==> src/rtl/coin_pkg.sv <==
package coin_pkg;

  // Saturating credit sum, all values in units of five cents.
  function automatic int unsigned credit_add(input int unsigned cur,
                                             input int unsigned add,
                                             input int unsigned full);
    int unsigned sum;
    sum = cur + add;
    return (sum > full) ? full : sum;
  endfunction

  // Units a cycle's coin inputs are worth; the dime wins a collision.
  function automatic int unsigned coin_units(input logic nickel,
                                             input logic dime,
                                             input int unsigned nickel_units,
                                             input int unsigned dime_units);
    if (dime)   return dime_units;
    if (nickel) return nickel_units;
    return 0;
  endfunction

endpackage

==> src/rtl/coin_sel.sv <==
module coin_sel (
  input  logic nickel_i,
  input  logic dime_i,
  output logic nickel_eff,
  output logic dime_eff
);
  // Dime takes priority when both pulses collide.
  always_comb begin
    dime_eff   = dime_i;
    nickel_eff = nickel_i & ~dime_i;
  end
endmodule

==> src/rtl/credit_step.sv <==
module credit_step #(
  parameter int unsigned CREDIT_W     = 2,
  parameter int unsigned NICKEL_UNITS = 1,
  parameter int unsigned DIME_UNITS   = 2,
  parameter int unsigned FULL_UNITS   = 3
) (
  input  logic [CREDIT_W-1:0] credit_q,
  input  logic                nickel_eff,
  input  logic                dime_eff,
  output logic [CREDIT_W-1:0] credit_d
);
  int unsigned add_units;

  always_comb begin
    add_units = coin_pkg::coin_units(nickel_eff, dime_eff, NICKEL_UNITS, DIME_UNITS);
    credit_d  = CREDIT_W'(coin_pkg::credit_add(32'(credit_q), add_units, FULL_UNITS));
  end
endmodule

==> src/rtl/credit_store.sv <==
module credit_store #(
  parameter int unsigned CREDIT_W        = 2,
  parameter int unsigned FULL_UNITS      = 3,
  parameter bit          OPEN_REGISTERED = 1'b1
) (
  input  logic                clk,
  input  logic                rst,
  input  logic [CREDIT_W-1:0] credit_d,
  output logic [CREDIT_W-1:0] credit_q,
  output logic                open_o
);
  localparam logic [CREDIT_W-1:0] FULL_CODE = CREDIT_W'(FULL_UNITS);

  always_ff @(posedge clk) begin
    if (rst) credit_q <= '0;
    else     credit_q <= credit_d;
  end

  if (OPEN_REGISTERED) begin : g_reg
    logic open_q;
    // Precomputed full condition of the next state, loaded in parallel.
    always_ff @(posedge clk) begin
      if (rst) open_q <= 1'b0;
      else     open_q <= (credit_d == FULL_CODE);
    end
    assign open_o = open_q;

    // separate flop stays aligned with the credit register
    assert_open_aligned_R7: assert property (@(posedge clk) disable iff (rst)
      open_o == (credit_q == FULL_CODE));
  end else begin : g_moore
    assign open_o = (credit_q == FULL_CODE);
  end

  // full credit is kept until reset
  assert_full_kept_R5: assert property (@(posedge clk) disable iff (rst)
    (credit_q == FULL_CODE) |=> (credit_q == FULL_CODE) && open_o);
endmodule

==> src/rtl/coin_release_ctrl.sv <==
module coin_release_ctrl #(
  parameter int unsigned CREDIT_W        = 2,
  parameter int unsigned NICKEL_UNITS    = 1,
  parameter int unsigned DIME_UNITS      = 2,
  parameter int unsigned FULL_UNITS      = 3,
  parameter bit          OPEN_REGISTERED = 1'b1
) (
  input  logic clk,
  input  logic rst,
  input  logic nickel_i,
  input  logic dime_i,
  output logic open_o
);
  logic                nickel_eff;
  logic                dime_eff;
  logic [CREDIT_W-1:0] credit_q;
  logic [CREDIT_W-1:0] credit_d;

  coin_sel u_sel (
    .nickel_i   (nickel_i),
    .dime_i     (dime_i),
    .nickel_eff (nickel_eff),
    .dime_eff   (dime_eff)
  );

  credit_step #(
    .CREDIT_W     (CREDIT_W),
    .NICKEL_UNITS (NICKEL_UNITS),
    .DIME_UNITS   (DIME_UNITS),
    .FULL_UNITS   (FULL_UNITS)
  ) u_step (
    .credit_q   (credit_q),
    .nickel_eff (nickel_eff),
    .dime_eff   (dime_eff),
    .credit_d   (credit_d)
  );

  credit_store #(
    .CREDIT_W        (CREDIT_W),
    .FULL_UNITS      (FULL_UNITS),
    .OPEN_REGISTERED (OPEN_REGISTERED)
  ) u_store (
    .clk      (clk),
    .rst      (rst),
    .credit_d (credit_d),
    .credit_q (credit_q),
    .open_o   (open_o)
  );

  // leaving reset, credit is empty and chute closed
  assert_reset_clears_R1: assert property (@(posedge clk) disable iff (rst)
    $fell(rst) |-> (credit_q == '0) && !open_o);

  // a lone nickel adds one unit
  assert_nickel_step_R2: assert property (@(posedge clk) disable iff (rst)
    (nickel_i && !dime_i) |=>
      (32'(credit_q) == coin_pkg::credit_add(32'($past(credit_q)), NICKEL_UNITS, FULL_UNITS)));

  // a lone dime adds two units, saturating
  assert_dime_step_R3: assert property (@(posedge clk) disable iff (rst)
    (dime_i && !nickel_i) |=>
      (32'(credit_q) == coin_pkg::credit_add(32'($past(credit_q)), DIME_UNITS, FULL_UNITS)));

  // idle cycles hold the credit
  assert_idle_hold_R4: assert property (@(posedge clk) disable iff (rst)
    (!nickel_i && !dime_i) |=> $stable(credit_q));

  // colliding coins count as a dime only
  assert_dime_wins_R6: assert property (@(posedge clk) disable iff (rst)
    (nickel_i && dime_i) |=>
      (32'(credit_q) == coin_pkg::credit_add(32'($past(credit_q)), DIME_UNITS, FULL_UNITS)));
endmodule

==> config.mk <==
export PLATFORM = sky130hd
export DESIGN_NAME = coin_release_ctrl
export DESIGN_NICKNAME = d
export VERILOG_FILES = /design/src/rtl/coin_pkg.sv /design/src/rtl/coin_sel.sv /design/src/rtl/credit_step.sv /design/src/rtl/credit_store.sv /design/src/rtl/coin_release_ctrl.sv
export SDC_FILE = /design/constraint.sdc
export NUM_CORES = 1
export LEC_CHECK = 0
export BUFFER_PORTS_ARGS = -buffer_cell sky130_fd_sc_hd__buf_4
export CELL_PAD_IN_SITES_DETAIL_PLACEMENT = 1
export CELL_PAD_IN_SITES_GLOBAL_PLACEMENT = 1
export CORE_AREA = 5 5 42 44
export DETAILED_ROUTE_END_ITERATION = 6
export DIE_AREA = 0 0 47 49
export PLACE_DENSITY_LB_ADDON = 0.1
export SLEW_MARGIN = 5
export SYNTH_ARGS = -nofsm -noshare
export SYNTH_HDL_FRONTEND = slang
export SYNTH_SLANG_ARGS = --single-unit
==> constraint.sdc <==
create_clock -name clk -period 1.6 [get_ports clk]
set_clock_uncertainty 0.05 [all_clocks]
set_input_delay 0.24 -clock clk [delete_from_list [all_inputs] [get_ports clk]]
set_output_delay 0.24 -clock clk [all_outputs]
set_load 0.05 [all_outputs]
# After elaboration in Yosys (flattened, before gate mapping)
# Index checks and enable logic that the tools add are counted.
# word_totals
register_bits	3
input_bits	4
out_inout_bits	1
word_cells	15
# classes
addsub	1
magnitude_cmp	1
n_eq_ne	1
muxes	8
bitwise	2
# op_table
operator	count
adder 2 x 32 -> 32 bit	1
greater-than comparator 32 x 2 -> 1 bit (second input constant)	1
two-way mux 32 bit	1
two-way mux 2 bit	4
two-way mux 1 bit	3
== test 2 bit (second input constant)	1
AND 1 bit	1
NOT 1 bit	1

# Logic depth before layout (Yosys ltp)
# depth
ltp_word	10
ltp_mapped	6
ltp_nobuf	6

# By module
# Synthesis repeated with hierarchy kept, for this count alone.
# unflattened
cells_unflattened	13
area_unflattened_um2	153.9
# by_module_without_submodules
module	instances	cells_per_inst	area_per_inst_um2	seq_area_each_um2
credit_store	1	6	81.3	60.1
credit_step	1	5	51.3	0.0
coin_sel	1	2	21.3	0.0

# Worst setup path after synthesis
# OpenSTA, ideal clock, no wires.
# synth_path
path_kind	in2reg
startpoint	input nickel_i
endpoint	register u_store.g_reg.open_q, in the netlist u_store.open_o
setup_time_ns	0.066
arrival_time_ns	1.251
required_ns	1.484
slack_ns	0.233
path_stages	6
path_buffers	0
cell_sequence	nor2b_1 > ha_1 > inv_1 > fa_1 > nand2b_1 > a21oi_2
# synth_between
elab_chain_cells	9
word_cells_on_any_way	10
cone_classes	add/sub (1); order compare (1); eq/ne (1); mux (6); bitwise (1)
# synth_lines
element	line	rtl
from (decl)	coin_release_ctrl.sv:10	input logic nickel_i,
AND 1 bit (*)	coin_sel.sv:10	nickel_eff = nickel_i & ~dime_i;
two-way mux 1 bit (2 in series)	coin_pkg.sv:18	if (nickel) return nickel_units;
two-way mux 2 bit (*)	coin_pkg.sv:19	return 0;
two-way mux 32 bit (*)	coin_pkg.sv:18	
adder 2 x 32 -> 32 bit (*)	coin_pkg.sv:8	sum = cur + add;
greater-than comparator 32 x 2 -> 1 bit	coin_pkg.sv:9	return (sum > full) ? full : sum;
two-way mux 2 bit (*)	coin_pkg.sv:9	
== test 2 bit (*)	credit_store.sv:24	else open_q <= (credit_d == FULL_CODE);
to (signal assigned)	credit_store.sv:24	
to (decl)	credit_store.sv:20	logic open_q;
# Mark *: on every way between the ends. The rest lies on a longest branch, timed or not. The select of a mux whose other input is x is not followed.
# A chain may end at the register's enable or synchronous reset.

# Worst setup path after layout
# layout_path
startpoint	register u_store.credit_q[0]
endpoint	register u_store.g_reg.open_q, in the netlist u_store.open_o
# layout_between
elab_chain_cells	4
# layout_lines
element	line	rtl
from (decl)	credit_store.sv:9	output logic [CREDIT_W-1:0] credit_q,
from (signal assigned)	credit_store.sv:16	else credit_q <= credit_d;
adder 2 x 32 -> 32 bit (*)	coin_pkg.sv:8	
greater-than comparator 32 x 2 -> 1 bit	coin_pkg.sv:9	
two-way mux 2 bit (*)	coin_pkg.sv:9	
== test 2 bit (*)	credit_store.sv:24	
# Mark *: on every way between the ends. The rest lies on a longest branch, timed or not.

==> impl_metrics.tcl <==
set metrics [dict create \
    status "complete, no violations" \
    p_leak_nw 0.0968 \
    p_per_area_nw_per_um2 1330 \
    chipWidth_um 47 \
    ant_nets 0 \
    hp-class "primary input to register" \
    arrival_ns 1.49 \
    antenna_found_initial 0 \
    drc_errors 0 \
    whs_ns 0.134 \
    boundaryPins 5 \
    comb_power_share_pct 22.3 \
    grt_pass1_vias 144 \
    synth_fp_nets 20 \
    ctsHoldBuffers 0 \
    via_count 110 \
    final_hold_viol_count 0 \
    worstSetupPathType "register to register" \
    tns_ns 0 \
    dpl.cell_count 34 \
    portBuffers 4 \
    slew_violations 0 \
    die_height_um 49 \
    ys_ff_latch 3 \
    num-fill-cells 180 \
    drive_gt1_share_pct 36.4 \
    grt_max_degree 4 \
    core_area_um2 1400 \
    worstSkewPairLatency_ns 0.23 \
    yosys_warnings 0 \
    worst_pin_slew_ns 0.137 \
    seq_area_frac_synth_pct 43.2 \
    fin_crit_sh_pct 86.1 \
    cts.sinks 3 \
    post_drt_wl_per_cell_um 7.50 \
    overflow 0 \
    power.internal_mw 0.208 \
    worstPathRequired_ns 1.72 \
    htree_levels 1 \
    regArea_um2 60.1 \
    multi_input_area_um2 63.8 \
    cp_max_fo 2 \
    place_ws_ns 0.0547 \
    area_delta_synth_final_pct 55.0 \
    synth.distinct_cells 8 \
    p_seq_share_pct 31.7 \
    end_kind "register" \
    pwr-share-clk_pct 46.0 \
    clk_pin_slew_worst_paths_ns 0.04 \
    netlist_top_cells_area "dfxtp_1, fa_1, inv_1" \
    cp-start-kind "register" \
    finalSetupViolations 0 \
    cts_tree "done" \
    syn_area_um2 139 \
    grt_pass1_wl_um 496 \
    fin_cells 38 \
    drt-initial-drc-count 1 \
    dp_hpwl_um 204 \
    slew_headroom_pct 90.9 \
    synth_cells 14 \
    track_usage_pct 3.39 \
    cts_setup_buffers 0 \
    netSwitchingPower_mw 0.0776 \
    period_minus_slack_ns 1.38 \
    dr.pass1.iters 2 \
    cts_root_buf "clkbuf_4" \
    finalWorstSetupSlack_ns 0.223 \
    nets 29 \
    rsz0062_at_grt "false" \
    ir_drop_uv 253 \
    synth_top_area_share_pct 43.2 \
    start_util_pct 9.91 \
    cts_made_buffers 3 \
    p_sw_share_pct 27.2 \
    dieArea_um2 2300 \
    route.detailed.vias_per_inst 2.89 \
    gp_congestion 0.672 \
    drt_wl_total_um 285 \
    synth.avg_cell_area_um2 9.92 \
    synth_top_cell_by_area "dfxtp_1" \
    fin_total_pwr_mw 0.286 \
    clk_path_buf_depth 2 \
    clock.fmax_mhz 726 \
    diodes 0 \
    rows 14 \
    post_cts_resized 0 \
    maxCapViolCount 0 \
]
[cell usage after synthesis]
| master | n |
|---|---|
| inv_1 | 4 |
| dfxtp_1 | 3 |
| a21oi_1 | 2 |
| a21oi_2 | 1 |
| fa_1 | 1 |
| ha_1 | 1 |
| nand2b_1 | 1 |
| nor2b_1 | 1 |
[per-stage QoR]
step           util, %  instance area (um^2)
6_report          15.4                   215
4_1_cts           15.4                   215
2_1_floorplan        -                   139
3_5_place_dp      13.5                   189
5_1_grt           15.4                   215
3_3_place_gp      13.5                   189
[layout make-up]
type | instances | share of cell area, %
Tap cell | 16 | 9.30
Timing Repair Buffer | 4 | 14.0
Sequential cell | 3 | 27.9
Multi-Input combinational cell | 7 | 29.7
Clock buffer | 4 | 12.2
Inverter | 4 | 6.98
[registers in the layout, summed over array words and instances, names as in the netlist]
signal            count
u_store.credit_q      2
u_store.open_o        1
[worst paths after layout]
kind	startpoint	end	slack (ns)	cells after the start
setup / recovery	u_store.credit_q[0]$_SDFF_PP0_	u_store.open_o$_SDFF_PP0_	0.22	5
hold / removal	rst	u_store.open_o$_SDFF_PP0_	0.13	2
setup reg to reg	u_store.credit_q[0]$_SDFF_PP0_	u_store.open_o$_SDFF_PP0_	0.22	5
hold reg to reg	u_store.credit_q[0]$_SDFF_PP0_	u_store.credit_q[0]$_SDFF_PP0_	0.59	3
[routing by layer]
| metal | wire length (um) | global-route usage [%] | part of all wire [%] |
|---|---|---|---|
| met2 | 151 | 3.85 | 53 |
| met4 | 0 | 5.53 | 0 |
| met3 | 24 | 1.11 | 8.4 |
| met1 | 108 | 3.53 | 38 |
| met5 | 0 | 0 | 0 |
[critical path: stages (launching register included)]
cell and delay [ns]:
dfxtp_1 0.29, ha_1 0.18, inv_1 0.06, fa_1 0.43, nand2b_1 0.17, a21oi_2 0.13
[cells by family (layout without fill, tap and decap cells)]
| group | after synthesis | count (layout) | share of synthesized area [%] |
|---|---|---|---|
| buffers and inverters | 4 | 12 | 10.8 |
| AOI/OAI and AO/OA | 3 | 3 | 13.5 |
| DFF | 3 | 3 | 43.2 |
| adders and majority gates | 2 | 2 | 23.4 |
| and+or+nand+nor | 2 | 2 | 9.01 |
[power by group through the flow]
stage / Clock [mW] / Sequential [mW] / Combinational [mW]
final: 0.132 / 0.0905 / 0.0638
after floorplan: 0 / 0.105 / 0.0311
after global routing: 0.142 / 0.0915 / 0.0735
after global placement: 0 / 0.0917 / 0.0662
after CTS: 0.140 / 0.0907 / 0.0656
after detailed placement: 0 / 0.0919 / 0.0635
[layout by cell type (no fill, tap or decap)]
cell type,count
a21oi_1,2
clkbuf_1,1
buf_4,4
fa_1,1
a21oi_2,1
nand2b_1,1
dfxtp_1,3
ha_1,1
clkbuf_4,3
inv_1,4
nor2b_1,1
Note: power is estimated with default switching activity, not from simulation.
